$ cat src/rtl/pw_pkg.sv
package pw_pkg;
  localparam int ENT_P     = 0;
  localparam int ENT_RW    = 1;
  localparam int ENT_US    = 2;
  localparam int ENT_A     = 5;
  localparam int ENT_D     = 6;
  localparam int ENT_SHIFT = 2;

  typedef enum logic [2:0] {
    ST_IDLE,
    ST_DIR_RD,
    ST_DIR_WB,
    ST_TBL_RD,
    ST_TBL_WB_A,
    ST_CHECK,
    ST_TBL_WB_D
  } walk_state_t;

  typedef struct packed {
    logic wp;
    logic user;
    logic us;
    logic rw;
    logic wr;
  } rights_idx_t;
endpackage

$ cat src/rtl/pw_addr_gen.sv
module pw_addr_gen #(
  parameter int OFS_W = 12,
  parameter int IDX_W = 10,
  localparam int AW = OFS_W + 2 * IDX_W
) (
  input  logic [AW-1:0]    dir_base,
  input  logic [AW-1:0]    laddr,
  input  logic [AW-OFS_W-1:0] pde_frame,
  input  logic [AW-OFS_W-1:0] pte_frame,
  output logic [AW-1:0]    dir_ent_addr,
  output logic [AW-1:0]    tbl_ent_addr,
  output logic [AW-1:0]    phys_addr
);
  import pw_pkg::*;

  logic [AW-1:0] dir_off;
  logic [AW-1:0] tbl_off;

  always_comb begin
    dir_off      = AW'(laddr[AW-1 -: IDX_W]) << ENT_SHIFT;
    tbl_off      = AW'(laddr[OFS_W +: IDX_W]) << ENT_SHIFT;
    dir_ent_addr = dir_base + dir_off;
    tbl_ent_addr = {pde_frame, {OFS_W{1'b0}}} + tbl_off;
    phys_addr    = {pte_frame, laddr[OFS_W-1:0]};
  end
endmodule

$ cat src/rtl/pw_rights.sv
module pw_rights #(
  parameter logic [31:0] ALLOW_MASK = 32'hD0DDD0FF
) (
  input  logic wr,
  input  logic user,
  input  logic wp,
  input  logic pde_rw,
  input  logic pde_us,
  input  logic pte_rw,
  input  logic pte_us,
  output logic allowed
);
  import pw_pkg::*;

  rights_idx_t idx;

  always_comb begin
    idx.wp   = wp;
    idx.user = user;
    idx.us   = pde_us & pte_us;
    idx.rw   = pde_rw & pte_rw;
    idx.wr   = wr;
    allowed  = ALLOW_MASK[idx];
  end
endmodule

$ cat src/rtl/pw_mem_port.sv
module pw_mem_port #(
  parameter int AW = 32,
  parameter int DW = 32
) (
  input  logic          clk,
  input  logic          rst,
  input  logic          start,
  input  logic          start_we,
  input  logic [AW-1:0] start_addr,
  input  logic [DW-1:0] start_wdata,
  input  logic          mem_ack,
  input  logic [DW-1:0] mem_rdata,
  output logic          mem_req,
  output logic          mem_we,
  output logic [AW-1:0] mem_addr,
  output logic [DW-1:0] mem_wdata,
  output logic          rsp_valid,
  output logic [DW-1:0] rsp_data
);
  assign rsp_valid = mem_req & mem_ack;
  assign rsp_data  = mem_rdata;

  always_ff @(posedge clk) begin
    if (rst) begin
      mem_req   <= 1'b0;
      mem_we    <= 1'b0;
      mem_addr  <= '0;
      mem_wdata <= '0;
    end else if (start) begin
      mem_req   <= 1'b1;
      mem_we    <= start_we;
      mem_addr  <= start_addr;
      mem_wdata <= start_wdata;
    end else if (mem_ack) begin
      mem_req   <= 1'b0;
    end
  end
endmodule

$ cat src/rtl/page_walker.sv
module page_walker #(
  parameter int          OFS_W      = 12,
  parameter int          IDX_W      = 10,
  parameter int          FC_W       = 3,
  parameter logic [31:0] ALLOW_MASK = 32'hD0DDD0FF,
  localparam int         ADDR_W     = OFS_W + 2 * IDX_W
) (
  input  logic              clk,
  input  logic              rst,
  input  logic              req_valid,
  input  logic [ADDR_W-1:0] req_laddr,
  input  logic              req_write,
  input  logic              req_user,
  input  logic              wp_en,
  input  logic [ADDR_W-1:0] dir_base,
  output logic              mem_req,
  output logic              mem_we,
  output logic [ADDR_W-1:0] mem_addr,
  output logic [ADDR_W-1:0] mem_wdata,
  input  logic              mem_ack,
  input  logic [ADDR_W-1:0] mem_rdata,
  output logic              done,
  output logic              fault,
  output logic [ADDR_W-1:0] paddr,
  output logic [ADDR_W-1:0] fault_addr,
  output logic [FC_W-1:0]   fault_code
);
  import pw_pkg::*;

  localparam int FR_W = ADDR_W - OFS_W;
  localparam logic [ADDR_W-1:0] A_MASK = ADDR_W'(1) << ENT_A;
  localparam logic [ADDR_W-1:0] D_MASK = ADDR_W'(1) << ENT_D;

  walk_state_t state, nxt;

  logic [ADDR_W-1:0] lat_laddr;
  logic              lat_wr, lat_user, lat_wp;
  logic [FR_W-1:0]   pde_frame_q;
  logic              pde_rw_q, pde_us_q;
  logic [ADDR_W-1:0] pte_q;

  logic              start, start_we;
  logic [ADDR_W-1:0] start_addr, start_wdata;
  logic              rsp_valid;
  logic [ADDR_W-1:0] rsp_data;
  logic              fin_ok, fin_flt, flt_rights;

  logic [ADDR_W-1:0] walk_laddr;
  logic [FR_W-1:0]   pde_frame_cur;
  logic [ADDR_W-1:0] dir_ent_addr, tbl_ent_addr, phys_addr;
  logic              allowed;

  assign walk_laddr    = (state == ST_IDLE) ? req_laddr : lat_laddr;
  assign pde_frame_cur = (state == ST_DIR_RD) ? rsp_data[ADDR_W-1:OFS_W] : pde_frame_q;

  pw_addr_gen #(.OFS_W(OFS_W), .IDX_W(IDX_W)) u_addr (
    .dir_base    (dir_base),
    .laddr       (walk_laddr),
    .pde_frame   (pde_frame_cur),
    .pte_frame   (pte_q[ADDR_W-1:OFS_W]),
    .dir_ent_addr(dir_ent_addr),
    .tbl_ent_addr(tbl_ent_addr),
    .phys_addr   (phys_addr)
  );

  pw_rights #(.ALLOW_MASK(ALLOW_MASK)) u_rights (
    .wr     (lat_wr),
    .user   (lat_user),
    .wp     (lat_wp),
    .pde_rw (pde_rw_q),
    .pde_us (pde_us_q),
    .pte_rw (pte_q[ENT_RW]),
    .pte_us (pte_q[ENT_US]),
    .allowed(allowed)
  );

  pw_mem_port #(.AW(ADDR_W), .DW(ADDR_W)) u_port (
    .clk        (clk),
    .rst        (rst),
    .start      (start),
    .start_we   (start_we),
    .start_addr (start_addr),
    .start_wdata(start_wdata),
    .mem_ack    (mem_ack),
    .mem_rdata  (mem_rdata),
    .mem_req    (mem_req),
    .mem_we     (mem_we),
    .mem_addr   (mem_addr),
    .mem_wdata  (mem_wdata),
    .rsp_valid  (rsp_valid),
    .rsp_data   (rsp_data)
  );

  // Next-state and memory-issue logic
  always_comb begin
    nxt         = state;
    start       = 1'b0;
    start_we    = 1'b0;
    start_addr  = mem_addr;
    start_wdata = '0;
    fin_ok      = 1'b0;
    fin_flt     = 1'b0;
    flt_rights  = 1'b0;
    case (state)
      ST_IDLE: begin
        if (req_valid) begin
          start      = 1'b1;
          start_addr = dir_ent_addr;
          nxt        = ST_DIR_RD;
        end
      end
      ST_DIR_RD: begin
        if (rsp_valid) begin
          if (!rsp_data[ENT_P]) begin
            fin_flt = 1'b1;
            nxt     = ST_IDLE;
          end else if (!rsp_data[ENT_A]) begin
            start       = 1'b1;
            start_we    = 1'b1;
            start_wdata = rsp_data | A_MASK;
            nxt         = ST_DIR_WB;
          end else begin
            start      = 1'b1;
            start_addr = tbl_ent_addr;
            nxt        = ST_TBL_RD;
          end
        end
      end
      ST_DIR_WB: begin
        if (rsp_valid) begin
          start      = 1'b1;
          start_addr = tbl_ent_addr;
          nxt        = ST_TBL_RD;
        end
      end
      ST_TBL_RD: begin
        if (rsp_valid) begin
          if (!rsp_data[ENT_P]) begin
            fin_flt = 1'b1;
            nxt     = ST_IDLE;
          end else if (!rsp_data[ENT_A]) begin
            start       = 1'b1;
            start_we    = 1'b1;
            start_wdata = rsp_data | A_MASK;
            nxt         = ST_TBL_WB_A;
          end else begin
            nxt = ST_CHECK;
          end
        end
      end
      ST_TBL_WB_A: begin
        if (rsp_valid) nxt = ST_CHECK;
      end
      ST_CHECK: begin
        if (!allowed) begin
          fin_flt    = 1'b1;
          flt_rights = 1'b1;
          nxt        = ST_IDLE;
        end else if (lat_wr && !pte_q[ENT_D]) begin
          start       = 1'b1;
          start_we    = 1'b1;
          start_wdata = pte_q | D_MASK;
          nxt         = ST_TBL_WB_D;
        end else begin
          fin_ok = 1'b1;
          nxt    = ST_IDLE;
        end
      end
      ST_TBL_WB_D: begin
        if (rsp_valid) begin
          fin_ok = 1'b1;
          nxt    = ST_IDLE;
        end
      end
      default: nxt = ST_IDLE;
    endcase
  end

  // State, captured entries and registered results
  always_ff @(posedge clk) begin
    if (rst) begin
      state       <= ST_IDLE;
      lat_laddr   <= '0;
      lat_wr      <= 1'b0;
      lat_user    <= 1'b0;
      lat_wp      <= 1'b0;
      pde_frame_q <= '0;
      pde_rw_q    <= 1'b0;
      pde_us_q    <= 1'b0;
      pte_q       <= '0;
      done        <= 1'b0;
      fault       <= 1'b0;
      paddr       <= '0;
      fault_addr  <= '0;
      fault_code  <= '0;
    end else begin
      state <= nxt;
      done  <= fin_ok;
      fault <= fin_flt;
      if (state == ST_IDLE && req_valid) begin
        lat_laddr <= req_laddr;
        lat_wr    <= req_write;
        lat_user  <= req_user;
        lat_wp    <= wp_en;
      end
      if (state == ST_DIR_RD && rsp_valid) begin
        pde_frame_q <= rsp_data[ADDR_W-1:OFS_W];
        pde_rw_q    <= rsp_data[ENT_RW];
        pde_us_q    <= rsp_data[ENT_US];
      end
      if (state == ST_TBL_RD && rsp_valid) begin
        pte_q <= rsp_data | A_MASK;
      end
      if (fin_ok) begin
        paddr <= phys_addr;
      end
      if (fin_flt) begin
        fault_addr <= lat_laddr;
        fault_code <= FC_W'({lat_user, lat_wr, flt_rights});
      end
    end
  end
endmodule

$ cat config.mk
export PLATFORM = sky130hd
export DESIGN_NAME = page_walker
export DESIGN_NICKNAME = d
export VERILOG_FILES = /design/src/rtl/pw_pkg.sv /design/src/rtl/pw_addr_gen.sv /design/src/rtl/pw_rights.sv /design/src/rtl/pw_mem_port.sv /design/src/rtl/page_walker.sv
export SDC_FILE = /design/constraint.sdc
export NUM_CORES = 1
export LEC_CHECK = 0
export BUFFER_PORTS_ARGS = -buffer_cell sky130_fd_sc_hd__buf_2
export CORE_AREA = 4 4 150 152
export CTS_CLUSTER_SIZE = 20
export DETAILED_ROUTE_END_ITERATION = 10
export DIE_AREA = 0 0 154 156
export HOLD_SLACK_MARGIN = 0.12
export PLACE_DENSITY = 0.9
export RECOVER_POWER = 50
export SLEW_MARGIN = 10
export SYNTH_ARGS = -nofsm -noshare
export SYNTH_HDL_FRONTEND = slang
export SYNTH_HIERARCHICAL = 1
export SYNTH_SLANG_ARGS = --single-unit
export TNS_END_PERCENT = 5
$ cat constraint.sdc
create_clock -name clk -period 4.8 [get_ports clk]
set_input_delay 0.72 -clock clk [delete_from_list [all_inputs] [get_ports clk]]
set_output_delay 0.72 -clock clk [all_outputs]
set_load 0.05 [all_outputs]
# After elaboration in Yosys (flattened, before gate mapping)
# Memories as Yosys holds them, arrays and structs flattened.
# Index checks and enable logic that the tools add are counted.
[op_classes]
n_addsub = 2
order_cmp = 1
n_eq_ne = 14
n_mux = 49
bitwise = 3
reduce_logical = 11
[op_table]
columns = ["op", "n"]
rows = [
  ["$mux W32", 11],
  ["$pmux W32 S3", 1],
  ["$add A32 B12 Y32", 2],
  ["$pmux W32 S2", 1],
  ["$mux W3", 9],
  ["$pmux W3 S7", 1],
  ["$mux W1", 20],
  ["$mux W20", 1],
  ["$ne A2 B2 Y1 const B", 8],
  ["$eq A3 B3 Y1 const B", 3],
  ["$reduce_and A7 Y1", 1],
  ["$eq A3 B2 Y1 const B", 2],
  ["$lt A5 B6 Y1 const B", 1],
  ["$pmux W1 S2", 3],
  ["$reduce_and A6 Y1", 1],
  ["$pmux W1 S5", 1],
  ["$logic_and A1 B1 Y1", 4],
  ["$and A1 B1 Y1", 3],
  ["$eq A3 B1 Y1 const B", 1],
  ["$logic_not A3 Y1", 1],
  ["$reduce_bool A3 Y1", 1],
  ["$mux W2", 1],
  ["$reduce_bool A2 Y1", 1],
  ["$reduce_or A2 Y1", 1],
  ["$logic_not A1 Y1", 1],
]
[totals]
reg_bits = 227
romBits = 32
wordCells = 99
memories = 1
[memory_table]
columns = ["memory", "depth", "word_bits", "read_ports", "rd_clocked_by_memory_dff", "wr", "line_no", "rtl"]
rows = [
  ["(name not given)", 32, 1, 1, 0, 0, "pw_rights.sv:23", "allowed = ALLOW_MASK[idx];"],
]

# Logic depth before layout (Yosys ltp)
# Gate-level depths: netlist (run 1).
[logic_depth]
word_depth = 7
mapped_depth = 16
ltp_nobuf = 13

# Modules after synthesis
# Netlist (run 1), hierarchy kept.
[by_module_without_submodules]
columns = ["mod", "instances", "cells_per_inst", "area_each_um2"]
rows = [
  ["page_walker", 1, 917, 7452.1],
  ["pw_mem_port", 1, 247, 2632.5],
  ["pw_addr_gen", 1, 184, 1363.8],
  ["pw_rights", 1, 4, 22.5],
]

# Worst setup path after synthesis (run 1)
# No wires, ideal clock.
[synth_timing]
kind = "reg-to-reg"
start = "register state[1]"
end = "register u_port.mem_addr[24]"
setup_ns = 0.128
arrival_time_ns = 3.700
required_ns = 4.672
setup_slack_ns = 0.972
path_stages_with_launch = 17
n_path_buf = 3
period_less_slack_ns = 3.828
path_cell_list = "dfxtp_1 > buf_4 > buf_6 > nor3_4 > buf_2 > mux2_2 > ha_1 > fa_1 > a21o_1 > a211o_1 > a211oi_4 > nor4b_1 > xor2_1 > and2_1 > a221o_1 > mux2i_1 > nor2_1"
[synth_lines]
columns = ["element", "line_no", "rtl"]
rows = [
  ["start, declared", "page_walker.sv:34", "walk_state_t state, nxt;"],
  ["start signal, assigned", "page_walker.sv:197", "state <= nxt;"],
  ["$logic_not A3 Y1", "page_walker.sv:53", "assign walk_laddr = (state == ST_IDLE) ? req_laddr : lat_laddr;"],
  ["$mux W32", "page_walker.sv:53", ""],
  ["net walk_laddr[22]", "page_walker.sv:48", "logic [ADDR_W-1:0] walk_laddr;"],
  ["$add A32 B12 Y32", "pw_addr_gen.sv:22", "dir_ent_addr = dir_base + dir_off;"],
  ["net dir_ent_addr[24]", "page_walker.sv:50", "logic [ADDR_W-1:0] dir_ent_addr, tbl_ent_addr, phys_addr;"],
  ["$mux W32", "page_walker.sv:106", "if (req_valid) begin"],
  ["$pmux W32 S3", "page_walker.sv:104", "case (state)"],
  ["net start_addr[24]", "page_walker.sv:43", "logic [ADDR_W-1:0] start_addr, start_wdata;"],
  ["end signal, assigned", "pw_mem_port.sv:32", "mem_addr <= start_addr;"],
  ["end, declared", "pw_mem_port.sv:15", "output logic [AW-1:0] mem_addr,"],
]
# The timed path passes the listed nets, and every way through them passes these cells. The select of a mux whose other input is x is not followed.
# A chain may end at the register's enable or synchronous reset.

# Final worst setup path (run 1)
[layout_timing]
start = "register state[0]"
end = "register u_port.mem_addr[24]"
# The elaborated chain is that of the path after synthesis.

==> flow_summary.json, run 1 <==
{
  "viasPerCell": 5.546,
  "avgSynthCellArea_sq_um": 8.484,
  "wl_mm": 29.69,
  "insertion_delay_ns": 0.52,
  "violations": "max-capacitance violations, max-slew violations",
  "groute.usage.overall": 0.2333,
  "setup_total_negative_slack_ns": 0,
  "cts_root_buf": "clkbuf_16",
  "rsz0062_at_grt": "false",
  "met3WireLength_mm": 2.318,
  "fp.dieW_microns": 154,
  "syn_area_sq_um": 11470,
  "leakagePower_nw": 4.705,
  "cts_tree": "yes",
  "grt_max_degree": 145,
  "cts.reportedPaths.clkPinSlew_ns": 0.06,
  "ys_ff_latch": 227,
  "synth_edf_count": 0,
  "port_buffers": 237,
  "maxSlewHeadroom": -1.028,
  "critical_path_class": "reg -> reg",
  "post_cts_buffers": 0,
  "rows": 53,
  "critPathLaunchType": "register",
  "synthFlopType": "dfxtp_1",
  "hpwl_mm": 20.19,
  "grt_pass1_wl_mm": 47.44,
  "ir_worst_vdd_mv": 0.2787,
  "wl_met1_mm": 12.87,
  "syn2layout_area_growth_pct": 8.616,
  "worst_pin_slew_ns": 3.042,
  "status": "finished with violations",
  "die_y_microns": 156,
  "crit_fanout": 18,
  "nNetsFinal": 1556,
  "ioPinCount": 238,
  "skew_ns": 0.008533,
  "fmax_mhz": 226.8,
  "drv_slew": 145,
  "wl_per_cell_microns": 17.09,
  "wl_met2_mm": 13.98,
  "min_period_over_period": 0.9186,
  "cts_buffer_depth": 3,
  "grt_pass1_vias": 9219,
  "synthDistinctLibCells": 68,
  "synth-async-reset-ratio": 0,
  "arrival_ns": 4.68,
  "hold_ws_ns": 0.4460,
  "ys_warn_count": 6,
  "gp_congestion": 0.8991,
  "remaining_drc_errors": 0,
  "highest_layer": "met5",
  "cts_resized": 0,
  "yosysSeqAreaShare": 0.3962,
  "hp-class": "in -> reg",
  "core-area_sq_um": 21020,
  "start_util": 0.5457,
  "htree_num_levels": 1,
  "ant_nets": 0,
  "powerDensity_nw_per_um2": 400.8,
  "hold_viol": 0,
  "setup_viol_count_final": 0,
  "drive_above_1_share": 0.1603,
  "antenna_found_initial": 3,
  "clock-sinks": 227,
  "vias": 9634,
  "drt_pass1_iterations": 5,
  "drtIter0Drc": 695,
  "cts_buffers": 25,
  "end_kind": "register",
  "overflow": 0,
  "syn-instance-count": 1352,
  "min_period_ns": 4.409,
  "cp.required_ns": 5.07,
  "max_cap_viol_count": 1,
  "dieArea_sq_um": 24020,
  "cts_hold_buf": 0
}
worst max-delay path: stages, from the launching register on:
cell      delay, ns
dfxtp_1        0.54
nor3_4         0.61
mux2_2         0.40
ha_1           0.23
fa_1           0.41
a21o_1         0.21
a211o_1        0.36
a211oi_4       0.48
nor4b_1        0.14
xor2_1         0.18
and2_1         0.15
a221o_1        0.26
mux2i_1        0.13
nor2_1         0.06
state kept, by name (all words and copies together) (netlist names):
register          count
state                 3
lat_laddr            32
fault_code            3
paddr                32
fault_addr           32
fault                 1
lat_wp                1
u_port/mem_we         1
u_port/mem_req        1
u_port/mem_addr      32
pde_us_q              1
pte_q                32
pde_frame_q          20
pde_rw_q              1
done                  1
u_port/mem_wdata     32
lat_user              1
lat_wr                1
area by class of cell:
class | count | area [sq um]
well taps | 275 | 344.1
repair buffers | 255 | 1147
clock inverters | 13 | 130.1
inverters | 2 | 7.507
multi-input cells | 931 | 5599
clock buffers | 32 | 681.9
flip-flops and latches | 227 | 4544
fillers | 1870 | 8562
diodes | 2 | 5.005
cell usage after synthesis, drive strengths merged, types with 2 or more instances:
master  number  area [sq um]
a221o       32         320.3
buf        161          1210
a211o        2         17.52
nor3b        5         52.55
nand3b       3         26.27
nor4         4         46.29
ha          10         125.1
dfxtp      227          4544
xor2        21         183.9
nand2b       6         45.04
clkbuf      32         120.1
xnor2        5         43.79
a211oi       4         52.55
nor4b        2         32.53
mux2i       66         660.6
and3         4         25.02
o21ai       11         62.56
nand3        9         45.04
nor2        85         321.6
a22o        29         254.0
and2        32         200.2
nor2b        6         40.04
mux2        52         585.6
a21o         5         38.79
nand2      326          1224
o21a         4         30.03
nand4        8         65.06
inv          2         7.510
a21oi      166         834.6
nor3        16         91.34
where the power goes:
part / total [W] / leakage, nW / switching (W) / internal [W]
clock network: 0.00189 / 0.396 / 0.000777 / 0.00111
registers: 0.00202 / 1.84 / 0.0000692 / 0.00196
logic: 0.00108 / 2.47 / 0.000648 / 0.000430
total: 0.00499 / 4.71 / 0.00149 / 0.00350
placed cells by master (no fill, tap or decap), types with 6 or more instances in the layout:
master	Yosys	layout
a21oi_1	165	165
a221o_1	32	32
a22o_1	29	29
and2_1	32	31
buf_2	35	101
buf_4	110	16
clkbuf_1	32	139
clkbuf_16	0	25
clkinv_2	0	6
dfxtp_1	227	227
ha_1	10	10
mux2_2	51	51
mux2i_1	66	66
nand2_1	326	326
nand3_1	9	9
nand4_1	7	7
nor2_1	84	84
nor3_1	15	15
o21ai_0	5	7
xor2_1	21	21
cells by family after synthesis:
logic type / count (synthesis) / synth area share
simple gates: 510 / 0.1961
buf+inv: 195 / 0.1166
flops: 227 / 0.3962
compound gates: 264 / 0.1497
other cells: 1 / 0.0003269
fa+ha+maj: 11 / 0.01265
mux: 118 / 0.1086
xor+xnor: 26 / 0.01985
through the flow:
stage	power [W]	utilization	std cells	instance area, sq um	worst slack [ns]
after floorplan	0.003051	-	1353	11470	0.9720
after global placement	0.003112	0.5624	1690	11820	0.6449
after detailed placement	0.003140	0.5624	1690	11820	0.5115
after CTS	0.005026	0.6010	1735	12630	0.5058
after global routing	0.005213	0.5927	1737	12460	0.1184
final	0.004994	0.5927	1737	12460	0.3905
path summary, 6_finish.rpt:
check / from / to / slack [ns] / cells past startpoint
max: state[0] / u_port/mem_addr[24] / 0.39 / 13
min: req_write / lat_wr / 0.45 / 3
max reg2reg: state[0] / u_port/mem_addr[24] / 0.39 / 13
min reg2reg: paddr[15] / paddr[15] / 0.45 / 2
metal layers:
layer	track usage	vias to the layer above
met3	0.05770	51
met1	0.3060	4541
met2	0.3869	372
met5	0	-
met4	0.06182	2
li1	-	4668
Note: power is estimated with default switching activity, not from simulation.
==> run 2, diff against run 1 <==
Settings changed: BUFFER_PORTS_ARGS -buffer_cell sky130_fd_sc_hd__buf_2 to -buffer_cell sky130_fd_sc_hd__buf_4.
==> flow_summary.json, run 2 (synthesis results as in run 1) <==
{
  "post_cts_buffers": 0,
  "vias": 9604,
  "fmax_mhz": 226.9,
  "cts_hold_buf": 0,
  "maxSlewHeadroom": -0.8314,
  "leakagePower_nw": 4.771,
  "crit_chain": "nor3_4, mux2_2, ha_1, fa_1, a21o_1, a211o_1, a211oi_4, nor3_1, xor2_1, and2_1, a221o_1, mux2i_1, nor2_1",
  "start_util": 0.5457,
  "end_kind": "register",
  "highest_layer": "met4",
  "drv_slew": 180,
  "groute.usage.overall": 0.2375,
  "insertion_delay_ns": 0.52,
  "worstRegToRegCells": 13,
  "critPathLaunchType": "register",
  "reg2reg_from": "state[1]",
  "drive_above_1_share": 0.1542,
  "cts_resized": 0,
  "rows": 53,
  "cts_tree": "yes",
  "htree_num_levels": 1,
  "powerDensity_nw_per_um2": 389.2,
  "gp_congestion": 0.9203,
  "design_area_sq_um": 12660,
  "post_dp_cell_area_sq_um": 12420,
  "cts_root_buf": "clkbuf_16",
  "wl_mm": 30.21,
  "fin_ws_ns": 0.3926,
  "dpl.cell_count": 1691,
  "remaining_drc_errors": 0,
  "ioPinCount": 238,
  "grt_pass1_vias": 9443,
  "dp_slack_ns": 0.6018,
  "violations": "max-capacitance violations, max-slew violations",
  "crit_fanout": 17,
  "rsz0062_at_grt": "false",
  "clock-sinks": 227,
  "max_cap_viol_count": 2,
  "dieArea_sq_um": 24020,
  "pwr-share-seq": 0.410,
  "skew_ns": 0.02736,
  "ant_nets": 0,
  "crit_slowest_cell": "nor3_4",
  "min_period_over_period": 0.9182,
  "slowest_delay_ns": 0.58,
  "syn2layout_area_growth_pct": 10.36,
  "antenna_found_initial": 2,
  "wl_per_cell_microns": 17.40,
  "met3WireLength_mm": 2.069,
  "worst_pin_slew_ns": 2.747,
  "min_period_ns": 4.407,
  "hp-start": "paddr[13]",
  "final_common_cell": "nand2_1",
  "pwr-share-clk": 0.364,
  "timing.rr.end": "u_port/mem_addr[28]",
  "drt_pass1_iterations": 7,
  "power.internal_w": 0.003460,
  "arrival_ns": 4.70,
  "hold_ws_ns": 0.4508,
  "wl_met1_mm": 13.18,
  "cts.reportedPaths.clkPinSlew_ns": 0.07,
  "core-area_sq_um": 21020,
  "switching_share": 0.2977,
  "fp.dieW_microns": 154,
  "cts_buffer_depth": 3,
  "hpwl_mm": 20.48,
  "cp.required_ns": 5.09,
  "setup_total_negative_slack_ns": 0,
  "critical_path_class": "reg -> reg",
  "hold_viol": 0,
  "grt_max_degree": 134,
  "cts_buffers": 25,
  "hold_end": "paddr[13]",
  "mostFrequentLayoutCells": "nand2_1 (326), dfxtp_1 (227), a21oi_1 (165)",
  "viasPerCell": 5.532,
  "overflow": 0,
  "nNetsFinal": 1557,
  "drtIter0Drc": 654,
  "setup_viol_count_final": 0,
  "port_buffers": 237,
  "p_comb_frac": 0.226,
  "stdcell_count": 1736,
  "grt_pass1_wl_mm": 47.92,
  "power_switching_w": 0.001467,
  "hp-class": "reg -> reg",
  "whs_path_depth": 2,
  "wl_met2_mm": 13.77,
  "r2r_slack_ns": 0.39,
  "status": "finished with violations",
  "die_y_microns": 156,
  "ir_worst_vdd_mv": 0.2762
}
-- run 2: cell types whose count changed in the layout (fill, tap and decap cells not counted), sizes merged --
cell,delta
buf,+1
bufinv,-2
clkbuf,+8
clkinv,-4
clkinvlp,-3
inv,-1
-- run 2: layout make-up --
cell class / count / area (sq um)
multi-input combinational: 931 / 5592
clock inverter: 3 / 18.77
inverter: 2 / 7.507
fill: 1896 / 8362
antenna: 2 / 5.005
clock buffer: 40 / 742.0
tap: 275 / 344.1
timing repair buffer: 256 / 1406
sequential: 227 / 4544
-- run 2: power by group through the flow --
stage	Sequential (W)	Clock (W)	Combinational, W
global route	0.00203	0.00189	0.00120
CTS	0.00202	0.00183	0.00113
finish	0.00202	0.00179	0.00111
global placement	0.00205	0	0.00110
floorplan	0.00214	0	0.000912
detailed placement	0.00206	0	0.00113
-- run 2: worst max-delay path by stage --
stage | start | cells after the start | to
6_report | state[1] | 13 | u_port/mem_addr[28]
5_1_grt | state[1] | 13 | u_port/mem_addr[20]
4_1_cts | state[1] | 13 | u_port/mem_addr[28]
3_5_place_dp | state[1] | 13 | u_port/mem_addr[24]
3_3_place_gp | state[1] | 13 | u_port/mem_addr[26]
2_1_floorplan | state[1] | 16 | u_port/mem_addr[24]
-- run 2: metrics by stage --
stage	util	total power [W]
CTS	0.6270	0.004978
detailed placement	0.5909	0.003184
finish	0.6022	0.004927
floorplan	-	0.003051
global route	0.6022	0.005121
global placement	0.5909	0.003157
-- run 2: worst max-delay path: cells and delay by family (launching register included) --
| family | cells | cell delay, ns |
|---|---|---|
| compound gates | 4 | 1.31 |
| xor+xnor | 1 | 0.17 |
| fa+ha+maj | 2 | 0.64 |
| flops | 1 | 0.53 |
| mux | 2 | 0.58 |
| simple gates | 4 | 0.92 |
-- run 2: metal layers --
metal	vias up	global-route usage
li1	4671	-
met1	4507	0.3104
met2	355	0.3869
met3	71	0.04494
met4	0	0.1009
met5	-	0
